<file path="src/rtl/rtsel_pkg.sv">
package rtsel_pkg;
  typedef enum logic [2:0] {
    SRC_MUTE    = 3'd0,
    SRC_RAW     = 3'd1,
    SRC_RETIMED = 3'd2,
    SRC_ICLK    = 3'd3,
    SRC_QCLK    = 3'd4,
    SRC_PRBS    = 3'd5,
    SRC_TCLK    = 3'd6
  } src_e;

  localparam int unsigned NUM_SRC = 7;
  localparam int unsigned SEL_W   = 3;

  localparam logic [SEL_W-1:0] SEL_RAW  = 3'd0;
  localparam logic [SEL_W-1:0] SEL_RTM  = 3'd1;
  localparam logic [SEL_W-1:0] SEL_ICLK = 3'd2;
  localparam logic [SEL_W-1:0] SEL_QCLK = 3'd3;
  localparam logic [SEL_W-1:0] SEL_PRBS = 3'd4;
  localparam logic [SEL_W-1:0] SEL_TCLK = 3'd5;
  localparam logic [SEL_W-1:0] SEL_MUTE = 3'd7;

  typedef struct packed {
    logic             ovr;
    logic             q_en_a;
    logic             prbs_en;
    logic             raw_keep;
    logic             force_on;
    logic             force_off;
    logic             q_en_b;
    logic [SEL_W-1:0] sel;
  } cfg_t;
endpackage

</file>
<file path="src/rtl/rtsel_regs.sv">
module rtsel_regs
  import rtsel_pkg::*;
#(
  parameter int unsigned ADDR_W   = 4,
  parameter int unsigned DATA_W   = 8,
  parameter logic [ADDR_W-1:0] CTRL_ADDR = 4'd1,
  parameter logic [ADDR_W-1:0] SD_ADDR   = 4'd2,
  parameter logic [ADDR_W-1:0] SEL_ADDR  = 4'd3
) (
  input  logic              clk_i,
  input  logic              rst_ni,
  input  logic              wr_en_i,
  input  logic [ADDR_W-1:0] wr_addr_i,
  input  logic [DATA_W-1:0] wr_data_i,
  output cfg_t              cfg_o
);
  localparam int unsigned USED_W = 5;

  cfg_t cfg_q;
  logic unused_bits;
  assign unused_bits = ^wr_data_i[DATA_W-1:USED_W];

  always_ff @(posedge clk_i or negedge rst_ni) begin
    if (!rst_ni) begin
      cfg_q     <= '0;
      cfg_q.sel <= SEL_MUTE;
    end else if (wr_en_i) begin
      case (wr_addr_i)
        CTRL_ADDR: begin
          cfg_q.ovr      <= wr_data_i[0];
          cfg_q.q_en_a   <= wr_data_i[1];
          cfg_q.prbs_en  <= wr_data_i[2];
          cfg_q.raw_keep <= wr_data_i[3];
        end
        SD_ADDR: begin
          cfg_q.force_off <= wr_data_i[0];
          cfg_q.force_on  <= wr_data_i[1];
        end
        SEL_ADDR: begin
          cfg_q.sel    <= wr_data_i[SEL_W-1:0];
          cfg_q.q_en_b <= wr_data_i[4];
        end
        default: ;
      endcase
    end
  end

  assign cfg_o = cfg_q;
endmodule

</file>
<file path="src/rtl/rtsel_decode.sv">
module rtsel_decode
  import rtsel_pkg::*;
(
  input  cfg_t cfg_i,
  input  logic sig_det_i,
  input  logic cdr_lock_i,
  output src_e src_o,
  output logic sd_eff_o
);
  src_e code_src;

  always_comb begin
    unique case (cfg_i.sel)
      SEL_RAW:  code_src = cfg_i.raw_keep ? SRC_RAW : SRC_MUTE;
      SEL_RTM:  code_src = SRC_RETIMED;
      SEL_ICLK: code_src = SRC_ICLK;
      SEL_QCLK: code_src = (cfg_i.q_en_a && cfg_i.q_en_b) ? SRC_QCLK : SRC_MUTE;
      SEL_PRBS: code_src = cfg_i.prbs_en ? SRC_PRBS : SRC_MUTE;
      SEL_TCLK: code_src = SRC_TCLK;
      default:  code_src = SRC_MUTE;
    endcase
  end

  assign sd_eff_o = (cfg_i.force_on && !cfg_i.force_off) || sig_det_i;

  always_comb begin
    if (!sd_eff_o)                     src_o = SRC_MUTE;
    else if (!cfg_i.ovr && cdr_lock_i) src_o = SRC_RETIMED;
    else                               src_o = code_src;
  end
endmodule

</file>
<file path="src/rtl/rtsel_mux.sv">
module rtsel_mux
  import rtsel_pkg::*;
(
  input  src_e               src_i,
  input  logic [NUM_SRC-1:0] srcs_i,
  output logic               data_o
);
  logic [NUM_SRC-1:0] hit;

  for (genvar g = 0; g < NUM_SRC; g++) begin : g_leg
    if (g == 0) begin : g_mute
      assign hit[g] = 1'b0;
    end else begin : g_src
      assign hit[g] = (src_i == src_e'(g)) & srcs_i[g];
    end
  end

  assign data_o = |hit;
endmodule

</file>
<file path="src/rtl/retimer_out_sel.sv">
module retimer_out_sel
  import rtsel_pkg::*;
#(
  parameter int unsigned ADDR_W = 4,
  parameter int unsigned DATA_W = 8
) (
  input  logic              clk_i,
  input  logic              rst_ni,
  input  logic              wr_en_i,
  input  logic [ADDR_W-1:0] wr_addr_i,
  input  logic [DATA_W-1:0] wr_data_i,
  input  logic              sig_det_i,
  input  logic              cdr_lock_i,
  input  logic              raw_data_i,
  input  logic              retimed_data_i,
  input  logic              vco_i_clk_i,
  input  logic              vco_q_clk_i,
  input  logic              prbs_data_i,
  input  logic              test_clk_i,
  output logic              drv_data_o,
  output logic              drv_mute_o,
  output logic              pwr_dn_o,
  output logic              sd_eff_o,
  output logic [2:0]        src_o
);
  cfg_t cfg;
  src_e src_d, src_q;
  logic sd_eff_d, sd_eff_q, mute_q, pwr_q;
  logic [NUM_SRC-1:0] srcs;

  rtsel_regs #(.ADDR_W(ADDR_W), .DATA_W(DATA_W)) u_regs (
    .clk_i, .rst_ni, .wr_en_i, .wr_addr_i, .wr_data_i, .cfg_o(cfg)
  );

  rtsel_decode u_dec (
    .cfg_i(cfg), .sig_det_i, .cdr_lock_i, .src_o(src_d), .sd_eff_o(sd_eff_d)
  );

  always_ff @(posedge clk_i or negedge rst_ni) begin
    if (!rst_ni) begin
      src_q    <= SRC_MUTE;
      sd_eff_q <= 1'b0;
      mute_q   <= 1'b1;
      pwr_q    <= 1'b1;
    end else begin
      src_q    <= src_d;
      sd_eff_q <= sd_eff_d;
      mute_q   <= (src_d == SRC_MUTE);
      pwr_q    <= !sd_eff_d;
    end
  end

  assign srcs = {test_clk_i, prbs_data_i, vco_q_clk_i, vco_i_clk_i,
                 retimed_data_i, raw_data_i, 1'b0};

  rtsel_mux u_mux (.src_i(src_q), .srcs_i(srcs), .data_o(drv_data_o));

  assign drv_mute_o = mute_q;
  assign pwr_dn_o   = pwr_q;
  assign sd_eff_o   = sd_eff_q;
  assign src_o      = src_q;
endmodule

</file>
<file path="config.mk">
export PLATFORM = sky130hd
export DESIGN_NAME = retimer_out_sel
export DESIGN_NICKNAME = d
export VERILOG_FILES = /design/src/rtl/rtsel_pkg.sv /design/src/rtl/rtsel_regs.sv /design/src/rtl/rtsel_decode.sv /design/src/rtl/rtsel_mux.sv /design/src/rtl/retimer_out_sel.sv
export SDC_FILE = /design/constraint.sdc
export NUM_CORES = 1
export LEC_CHECK = 0
export BUFFER_PORTS_ARGS = -buffer_cell sky130_fd_sc_hd__buf_4
export CORE_MARGIN = 3
export CORE_UTILIZATION = 52
export CTS_BUF_LIST = sky130_fd_sc_hd__clkbuf_8
export CTS_CLUSTER_SIZE = 20
export DETAILED_ROUTE_END_ITERATION = 12
export GPL_ROUTABILITY_DRIVEN = 0
export PLACE_DENSITY_LB_ADDON = 0.1
export SLEW_MARGIN = 20
export SYNTH_ARGS = -nofsm -noshare
export SYNTH_HDL_FRONTEND = slang
export SYNTH_SLANG_ARGS = --single-unit
</file>
<file path="constraint.sdc">
create_clock -name clk_i -period 4 [get_ports clk_i]
set_input_delay 1.2 -clock clk_i [delete_from_list [all_inputs] [get_ports clk_i]]
set_output_delay 1.2 -clock clk_i [all_outputs]
set_load 0.02 [all_outputs]
</file>
==> summary.md, run 1 <==
| Metric | Value |
|---|---|
| FP Rows | `12` |
| Max-Slew Margin vs Limit | `76.2%` |
| Final Cycle Share | `79.6%` |
| CTS tree | `yes` |
| Port bufs | `26` |
| Post-synthesis cell area | `728 µm²` |
| Core box area | `1200 µm²` |
| Hold path depth | `1` |
| Die Y | `43.4 µm` |
| Clock skew | `0.000818 ns` |
| Detailed placement HPWL | `1170 µm` |
| Top Ports | `30` |
| Unique masters post-synth | `22` |
| Setup crit start kind | `input pin` |
| RR Endpoint | `src_o[2]` |
| Final setup viols | `0` |
| Syn_nets | `80` |
| FF+latch count, synth | `16` |
| Register-to-Register Path Depth | `3` |
| P per Cell Area | `513 nW/µm²` |
| Post-CTS Hold Fix Bufs | `0` |
| H-tree levels | `1` |
| Crit. End Element | `output port` |
| Total power draw | `0.000511 W` |
| Max-Cap Viols | `0` |
| Largest net degree at the start of global routing | `17` |
| Most frequent cells in the layout | `buf_4, dfrtp_1, mux2_2` |
| Slew Viols, Final | `0` |
| CTS resizes | `0` |
| N_diodes | `0` |
| Clock Sink Count | `16` |
| Overflow left after global routing | `0` |
| Yosys Warn Count | `0` |
| Static Leak | `0.465 nW` |
| Total track usage | `18.3%` |
| Clk root buf | `clkbuf_8` |
| P&R area growth vs syn | `36.8%` |
| Fmax achieved | `314 MHz` |
| Post-CTS setup buffer count | `0` |
| Top-area cell type share of the netlist area | `37.8%` |
| TritonCTS buffer count | `3` |
| RSZ-0062 raised after global routing | `false` |
| Router iterations before antenna repair | `4` |
| Arr. time, crit path | `1.98 ns` |
| Vias per inst | `5.59` |
| R2r setup slk | `2.71 ns` |
| Antenna-violating nets left | `0` |
| Register area share after synthesis | `55.8%` |
| Initial core utilization | `60.6%` |
| Final Critical Period | `3.18 ns` |
| Most common cell after layout, fill and taps aside | `buf_4` |
| Area contributors post-synth | `dfrtp_1, dfstp_2, mux2_2, nand2b_1, mux4_2` |
| Wire length per cell | `15.4 µm` |
| Fill cells | `73` |
| Die Width | `43.4 µm` |
| Layout cells sized above 1 | `54.0%` |
| Syn avg cell area | `12.8 µm²` |
| Maximum vdd ir drop | `357 µV` |
| Hold EP | `pwr_dn_o` |
| Final WL | `1550 µm` |
| End-of-flow core utilization | `82.9%` |
| Status | `finished clean` |
| Initial DRC Count | `5` |
| Vias in the first global route | `553` |
| Die area | `1890 µm²` |
| Clk_lat worst skew | `0.25 ns` |
| Total via count in the routed design | `565` |
| Final instance count without filler cells | `101` |
| CP required | `2.80 ns` |
| Initial antenna violation count | `0` |
| Critical hold path startpoint | `u_regs.cfg_o[5]` |
| Dpl cell area | `941 µm²` |
| R2R Path Start | `u_regs.cfg_o[0]` |
| Setup CP Type | `input pin to output port` |
| Final Hold Fails | `0` |
| Setup TNS | `0 ns` |
| Worst slew pin tran | `0.357 ns` |
| Min-delay worst type | `flop to flop` |
| Clock Path Buffers | `2` |
| Reg clk slew, reported paths | `0.06 ns` |
| Synth Instances | `57` |
| DP Cell Count | `97` |
| Design area | `996 µm²` |
| CP max FO | `1` |
| Detailed-route DRC error count | `0` |
| First-pass GRT wire length | `2520 µm` |
| Cell taking the most area after synthesis | `dfrtp_1` |
| Final Net Count | `111` |
-- per-layer routing --
layer	up-vias	share of wire [%]	GRT usage [%]
li1	263	-	-
met1	267	37	19.1
met2	33	53	34.8
met3	2	8.6	6.64
met4	0	0.77	3.61
met5	-	0	0
-- kinds of logic (layout without fill, tap and decap cells) --
logic type | count (synthesis) | after routing | share of synthesized area, %
buffers and inverters | 3 | 33 | 1.55
flip-flops | 16 | 16 | 55.8
AO/OA/AOI/OAI | 4 | 4 | 3.78
AND/OR/NAND/NOR | 21 | 21 | 17.5
multiplexers | 13 | 13 | 21.3
-- critical path: stages --
cell,delay (ns)
buf_4,0.08
nand2b_2,0.05
mux4_2,0.45
inv_1,0.07
buf_4,0.13
-- registers in the layout (all words and copies together) (netlist names) --
name	flops
u_regs.cfg_o	10
pwr_dn_o	1
sd_eff_o	1
drv_mute_o	1
src_o	3
-- area by class of cell --
cell class | instances | area (µm²) | share of cell area [%]
clock buffer | 4 | 55.1 | 5.53
inverter | 3 | 11.3 | 1.13
multi-input combinational | 38 | 310 | 31.2
sequential | 16 | 407 | 40.8
tap | 14 | 17.5 | 1.76
timing repair buffer | 26 | 195 | 19.6
-- synth_stat cells --
master and number:
nand2b_2 1, mux2_2 10, mux4_2 1, nand3b_1 1, nand4_1 1, and2_1 1, o22ai_1 1, or3b_1 1
dfrtp_1 11, nand2b_1 4, nor3b_1 2, o32ai_1 1, nor2_1 3, nand4b_1 1, mux2i_1 2, and4b_1 1
dfstp_2 5, inv_1 3, nand2_1 4, nand3_1 1, a21oi_1 1, o31ai_1 1
-- per-stage QoR --
stage | hold slack (ns) | worst slack [ns]
after global routing | 0.507 | 0.769
after CTS | 0.492 | 0.806
final | 0.490 | 0.815
after detailed placement | 0.478 | 0.806
after global placement | 0.468 | 0.836
after floorplan | 0.424 | 0.952
-- power by group --
group	switching (W)	internal, W	total, W	leakage, nW
Clock	0.0000530	0.0000873	0.000140	0.0288
Combinational	0.0000622	0.0000750	0.000137	0.247
Sequential	0.0000265	0.000207	0.000233	0.189
-- how the worst max path moves through the flow --
stage           startpoint    endpoint  slack [ns]  cells after the start
4_1_cts        vco_i_clk_i  drv_data_o        0.81                      5
5_1_grt         test_clk_i  drv_data_o        0.77                      5
2_1_floorplan   test_clk_i  drv_data_o        0.95                      3
3_5_place_dp   vco_i_clk_i  drv_data_o        0.81                      5
6_report       vco_i_clk_i  drv_data_o        0.82                      5
3_3_place_gp   vco_i_clk_i  drv_data_o        0.84                      5
Note: power is estimated with default switching activity, not from simulation.
==> run 2: changes to the inputs <==
--- a/config.mk
+++ b/config.mk
@@ -5,9 +5,10 @@
 export SDC_FILE = /design/constraint.sdc
 export NUM_CORES = 1
 export LEC_CHECK = 0
+export ABC_AREA = 1
 export BUFFER_PORTS_ARGS = -buffer_cell sky130_fd_sc_hd__buf_4
 export CORE_MARGIN = 3
-export CORE_UTILIZATION = 52
+export CORE_UTILIZATION = 44
 export CTS_BUF_LIST = sky130_fd_sc_hd__clkbuf_8
 export CTS_CLUSTER_SIZE = 20
 export DETAILED_ROUTE_END_ITERATION = 12
==> constraint.sdc (replaced) <==
create_clock -name clk_i -period 2.9 [get_ports clk_i]
set_input_delay 0.87 -clock clk_i [delete_from_list [all_inputs] [get_ports clk_i]]
set_output_delay 0.87 -clock clk_i [all_outputs]
set_load 0.02 [all_outputs]
==> summary.md, run 2 <==
| Metric | Value |
|---|---|
| Status | `finished clean` |
| Syn avg cell area | `7.67 µm² (-40%)` |
| Worst slack, placed | `0.543 ns (-0.263 ns)` |
| P&R area growth vs syn | `35.8%` |
| Internal power | `0.000483 W (+31%)` |
| Most common cell after layout, fill and taps aside | `nand2_1` |
| Final instance count without filler cells | `156 (+54%)` |
| RSZ-0062 raised after global routing | `false` |
| Max reg flops | `10 (unchanged)` |
| Detailed-route DRC error count | `0 (unchanged)` |
| Cell with the most instances after synthesis | `nand2_1` |
| Top Ports | `30 (unchanged)` |
| Setup CP Type | `input pin to output port` |
| Comb pwr share | `27.2% (+0.3 points)` |
| End-of-flow core utilization | `66.6% (-16 points)` |
| Largest net degree at the start of global routing | `17 (unchanged)` |
| Slew Viols, Final | `0 (unchanged)` |
| CP required | `2.03 ns (-0.77 ns)` |
| Vias per inst | `4.48 (-20%)` |
| Max-Cap Viols | `0 (unchanged)` |
| Router iterations before antenna repair | `4 (unchanged)` |
| Final setup viols | `0 (unchanged)` |
| Overflow left after global routing | `0 (unchanged)` |
| Arr. time, crit path | `1.48 ns (-0.50 ns)` |
| Final Cycle Share | `80.9%` |
| Syn_nets | `125 (+56%)` |
| N_diodes | `0 (unchanged)` |
| Final Critical Period | `2.35 ns` |
| Area contributors post-synth | `dfrtp_1, dfstp_2, nand2_1, inv_1, o21ai_0` |
| Initial core utilization | `49.1% (-12 points)` |
| Worst slew pin tran | `0.256 ns (-0.101 ns)` |
| Min-delay worst type | `input pin to async pin` |
| Clock skew | `0.000958 ns (+0.000140 ns)` |
| Clk pwr share | `27.8% (+0.3 points)` |
| Antenna-violating nets left | `0 (unchanged)` |
| Maximum vdd ir drop | `445 µV (+25%)` |
| Top-area cell type share of the netlist area | `35.2% (-2.6 points)` |
| Cell taking the most area after synthesis | `dfrtp_1` |
| Initial antenna violation count | `0 (unchanged)` |
| EDFF count, synth | `0 (unchanged)` |
| Total via count in the routed design | `699 (+24%)` |
| Setup crit start kind | `input pin` |
| Final setup margin | `0.554 ns (-0.261 ns)` |
| Most frequent cells in the layout | `nand2_1, buf_4, inv_1` |
| Post-CTS setup buffer count | `0 (unchanged)` |
| Reg clk slew, reported paths | `0.06 ns (about the same)` |
| DP Cell Count | `152 (+57%)` |
| Post-CTS Hold Fix Bufs | `0 (unchanged)` |
| Initial DRC Count | `11 (+6)` |
| Clk root buf | `clkbuf_8` |
| FP Rows | `14 (+2)` |
| Die area | `2320 µm² (+23%)` |
| Final Hold Fails | `0 (unchanged)` |
| Yosys Warn Count | `0 (unchanged)` |
| Fill cells | `141 (+93%)` |
| Final WL | `1410 µm (-9.3%)` |
| Commonest cells in the netlist | `nand2_1, inv_1, dfrtp_1, nor2_1, o21ai_0` |
| Unique masters post-synth | `12 (-45%)` |
| Part of the power in registers | `45.0% (-0.7 points)` |
| H-tree levels | `1 (unchanged)` |
| Post-synthesis cell area | `782 µm² (+7.4%)` |
| Vias in the first global route | `581 (+5.1%)` |
| Static Leak | `0.588 nW (+26%)` |
| Synth Flop Type | `dfrtp_1` |
| Final Net Count | `156 (+41%)` |
| NetSw | `0.000208 W (+47%)` |
| Setup TNS | `0 ns (unchanged)` |
| Crit. End Element | `output port` |
| TritonCTS buffer count | `3 (unchanged)` |
| CTS resizes | `0 (unchanged)` |
| FFs w/ async S/R, synth | `100% (unchanged)` |
| Die Y | `48.2 µm (+11%)` |
| Total track usage | `14.2% (-4.1 points)` |
| Fmax achieved | `426 MHz` |
| Max-Slew Margin vs Limit | `82.9% (+6.7 points)` |
| Wire length per cell | `9.03 µm (-41%)` |
| Clock Sink Count | `16 (unchanged)` |
| FF+latch count, synth | `16 (unchanged)` |
| CTS tree | `yes` |
| Die Width | `48.2 µm (+11%)` |
| Port bufs | `26 (unchanged)` |
| P per Cell Area | `651 nW/µm² (+27%)` |
| Core box area | `1590 µm² (+33%)` |
| Clk_lat worst skew | `0.24 ns (about the same)` |
| First-pass GRT wire length | `2310 µm (-8.2%)` |
| CP max FO | `1 (unchanged)` |
| Min Hold Slack | `0.467 ns (-0.0235 ns)` |
| Layout cells sized above 1 | `30.3% (-24 points)` |
| Clock Path Buffers | `2 (unchanged)` |
| Register area share after synthesis | `52.0% (-3.8 points)` |
| Synth Instances | `102 (+79%)` |
| Sw Ratio | `30.1% (+2.4 points)` |
run 2: cell types whose count changed in the layout (fill, tap and decap cells not counted), moves of 2 or more:
| cell | before | now |
|---|---|---|
| nor2_1 | 3 | 11 |
| nor2_2 | 0 | 3 |
| nand2_1 | 4 | 29 |
| o21ai_0 | 0 | 10 |
| mux2_2 | 10 | 0 |
| nand3_1 | 1 | 8 |
| mux2i_1 | 2 | 0 |
| nor3b_1 | 2 | 0 |
| nand2b_1 | 4 | 0 |
| inv_1 | 3 | 20 |
run 2: kinds of logic after synthesis:
logic type             synth area share [%]
DFF                                    52.0
AOI/OAI and AO/OA                      7.68
and+or+nand+nor                        30.7
buffers and inverters                  9.60
run 2: power by group through the flow:
stage | Sequential, W | Combinational, W | Clock, W
floorplan | 0.000330 | 0.0000982 | 0
global placement | 0.000313 | 0.000186 | 0
detailed placement | 0.000315 | 0.000190 | 0
CTS | 0.000311 | 0.000191 | 0.000198
global route | 0.000319 | 0.000217 | 0.000208
finish | 0.000311 | 0.000188 | 0.000192
run 2: layout make-up:
class	count	area (µm²)	share of cell area [%]
Timing Repair Buffer	26	195	18.4
Tap cell	24	30.0	2.83
Clock buffer	4	55.1	5.18
Sequential cell	16	407	38.3
Multi-Input combinational cell	66	300	28.3
Inverter	20	75.1	7.07
run 2: metal layers:
metal / GRT usage [%] / wire length (µm) / vias to the layer above
li1: - / - / 369
met1: 18.0 / 558 / 300
met2: 23.7 / 713 / 28
met3: 3.32 / 120 / 2
met4: 4.84 / 16 / 0
met5: 0 / 0 / -
run 2: worst paths after layout:
kind / slack (ns) / depth (start not counted) / from / endpoint
max reg2reg: 1.81 / 6 / u_regs.cfg_o[2] / drv_mute_o
max: 0.55 / 8 / retimed_data_i / drv_data_o
min in group clk_i: 0.49 / 2 / u_regs.cfg_o[4] / u_regs.cfg_o[4]
max in group asynchronous: 2.19 / 1 / rst_ni / u_regs.cfg_o[1]
min: 0.47 / 1 / rst_ni / src_o[2]
min reg2reg: 0.49 / 2 / u_regs.cfg_o[4] / u_regs.cfg_o[4]
run 2: critical path: stages:
cell     delay, ns
buf_4         0.07
nand2_1       0.04
nand2_1       0.05
o21ai_0       0.07
nand2_1       0.06
nand3_1       0.06
nor2_1        0.10
buf_4         0.15
run 2: metrics by stage:
stage / area, µm² / power, W
finish: 1060 / 0.000691
global route: 1060 / 0.000744
CTS: 1060 / 0.000701
detailed placement: 1010 / 0.000505
global placement: 1010 / 0.000499
floorplan: 782 / 0.000428
==> run 3: changes to the inputs <==
--- a/config.mk
+++ b/config.mk
@@ -5,10 +5,10 @@
 export SDC_FILE = /design/constraint.sdc
 export NUM_CORES = 1
 export LEC_CHECK = 0
-export ABC_AREA = 1
+export ABC_AREA = 0
 export BUFFER_PORTS_ARGS = -buffer_cell sky130_fd_sc_hd__buf_4
 export CORE_MARGIN = 3
-export CORE_UTILIZATION = 44
+export CORE_UTILIZATION = 43
 export CTS_BUF_LIST = sky130_fd_sc_hd__clkbuf_8
 export CTS_CLUSTER_SIZE = 20
 export DETAILED_ROUTE_END_ITERATION = 12
==> constraint.sdc (replaced) <==
create_clock -name clk_i -period 1.95 [get_ports clk_i]
set_input_delay 0.585 -clock clk_i [delete_from_list [all_inputs] [get_ports clk_i]]
set_output_delay 0.585 -clock clk_i [all_outputs]
set_load 0.02 [all_outputs]
==> summary.md, run 3 (synthesized netlist as in run 1, its figures left out) <==
| Metric | Value |
|---|---|
| Status | `finished, violations left` |
| Failing checks | `negative setup slack` |
| Clock Path Buffers | `2 (unchanged)` |
| Final Net Count | `111 (-29%)` |
| Worst slew pin tran | `0.333 ns (+0.0771 ns)` |
| Initial antenna violation count | `0 (unchanged)` |
| N_diodes | `0 (unchanged)` |
| Detailed-route DRC error count | `0 (unchanged)` |
| TritonCTS buffer count | `3 (unchanged)` |
| Initial DRC Count | `1 (-10)` |
| Max-Slew Margin vs Limit | `77.8% (-5.1 points)` |
| FP Rows | `14 (unchanged)` |
| Maximum vdd ir drop | `666 µV (+50%)` |
| Total via count in the routed design | `556 (-20%)` |
| Largest stage delay on the critical path | `0.46 ns (+0.31 ns)` |
| Worst slack, placed | `-0.0156 ns (-0.559 ns)` |
| Router iterations before antenna repair | `4 (unchanged)` |
| Post-CTS Hold Fix Bufs | `0 (unchanged)` |
| Final setup viols | `1 (+1)` |
| Final Critical Period | `2.06 ns` |
| Fmax achieved | `485 MHz` |
| Max-Cap Viols | `0 (unchanged)` |
| CP max FO | `5 (+4)` |
| H-tree levels | `1 (unchanged)` |
| Wire length per cell | `13.8 µm (+53%)` |
| Min Hold Slack | `0.174 ns (-0.293 ns)` |
| First-pass GRT wire length | `2240 µm (-3.3%)` |
| Max reg flops | `10 (unchanged)` |
| Top Ports | `30 (unchanged)` |
| Port bufs | `26 (unchanged)` |
| Overflow left after global routing | `0 (unchanged)` |
| Final Hold Fails | `0 (unchanged)` |
| Largest net degree at the start of global routing | `17 (unchanged)` |
| Static Leak | `0.464 nW (-21%)` |
| Initial core utilization | `47.2% (-1.8 points)` |
| Clock skew | `0.00235 ns (+0.00139 ns)` |
| Total track usage | `15.5% (+1.3 points)` |
| Most common cell after layout, fill and taps aside | `buf_4` |
| Crit. Startpoint | `src_o[2]` |
| Vias in the first global route | `546 (-6.0%)` |
| Layout cells sized above 1 | `56.3% (+26 points)` |
| Min-delay worst type | `input pin to async pin` |
| Most frequent cells in the layout | `buf_4, mux2_2, dfrtp_1` |
| Die Width | `47.2 µm (-2.1%)` |
| CP required | `1.36 ns (-0.67 ns)` |
| Clk root buf | `clkbuf_8` |
| P&R area growth vs syn | `38.5%` |
| P per Cell Area | `1050 nW/µm² (+61%)` |
| Core box area | `1540 µm² (-3.3%)` |
| RSZ-0062 raised after global routing | `true` |
| Crit. End Element | `output port` |
| Final setup margin | `-0.110 ns (-0.665 ns)` |
| Setup CP Type | `flop to output port` |
| Die Y | `47.2 µm (-2.1%)` |
| Clock Sink Count | `16 (unchanged)` |
| Clk_lat worst skew | `0.25 ns (about the same)` |
| Arr. time, crit path | `1.48 ns (about the same)` |
| CTS tree | `yes` |
| R2R Path Start | `u_regs.cfg_o[1]` |
| Die area | `2220 µm² (-4.1%)` |
| Post-CTS setup buffer count | `0 (unchanged)` |
| Antenna-violating nets left | `0 (unchanged)` |
| Final Cycle Share | `106%` |
| Slowest stage cell, crit path | `mux4_2` |
| Vias per inst | `5.40 (+20%)` |
| Setup TNS | `-0.110 ns (-0.110 ns)` |
| Detailed placement HPWL | `1100 µm` |
| Critical path, cell by cell | `nand2b_4, mux4_2, inv_2, buf_6` |
| Setup crit start kind | `flop` |
| Slew Viols, Final | `0 (unchanged)` |
| End-of-flow core utilization | `65.4% (-1.2 points)` |
| Final WL | `1420 µm (+0.92%)` |
| Reg clk slew, reported paths | `0.06 ns (about the same)` |
==> run 3: cell types whose count changed in the layout (fill, tap and decap cells not counted), sizes merged, moves of 2 or more <==
cell	before	now
mux2	0	10
nand2	29	4
nand3	8	1
o21ai	10	0
mux2i	0	2
nand2b	0	5
nor2	15	3
inv	20	3
nor3b	0	2
==> run 3: critical path: cells and delay by family, from the launching register on <==
kind,cells,cell delay [ns]
mux,1,0.46
simple gates,1,0.14
buf+inv,2,0.18
flops,1,0.44
==> run 3: cell type report <==
type	instances	area [µm²]
fill	118	533
sequential	16	408
multi-input combinational	38	315
timing repair buffer	26	199
clock buffer	4	55.1
tap	16	20.0
inverter	3	11.3
==> run 3: through the flow <==
step | power (W) | instances | cell area [µm²]
final | 0.00106 | 103 | 1010
after global routing | 0.00111 | 103 | 1010
after detailed placement | 0.000761 | 99 | 943
after CTS | 0.00107 | 103 | 1010
after global placement | 0.000747 | 99 | 943
after floorplan | 0.000642 | 57 | 728
==> run 3: what timing repair did <==
item                       4_1_cts  5_1_grt
gates cloned                     0        0
resized for setup                4        0
setup endpoints to repair        1        1
==> run 3: layer usage <==
layer / part of all wire (%) / track usage, % / routed length (µm)
met3: 9.8 / 4.60 / 139
met1: 34 / 14.8 / 481
met2: 53 / 27.6 / 754
met5: 0 / 0 / 0
met4: 3.2 / 11.6 / 45
==> run 3: worst paths after layout <==
path	end	slack (ns)	cells past startpoint
worst max-delay path	drv_data_o	-0.11	4
worst min-delay path	src_o[0]	0.17	1
worst max register to register	src_o[0]	0.72	3
worst min register to register	pwr_dn_o	0.48	1
max in group asynchronous	u_regs.cfg_o[1]	1.53	1
min in group clk_i	pwr_dn_o	0.48	1
==> run 3: report_power, final <==
group,leakage [nW],internal [W],switching (W)
Clock,0.0288,0.000179,0.000116
Sequential,0.188,0.000424,0.0000534
Combinational,0.248,0.000160,0.000122
Total,0.464,0.000763,0.000292
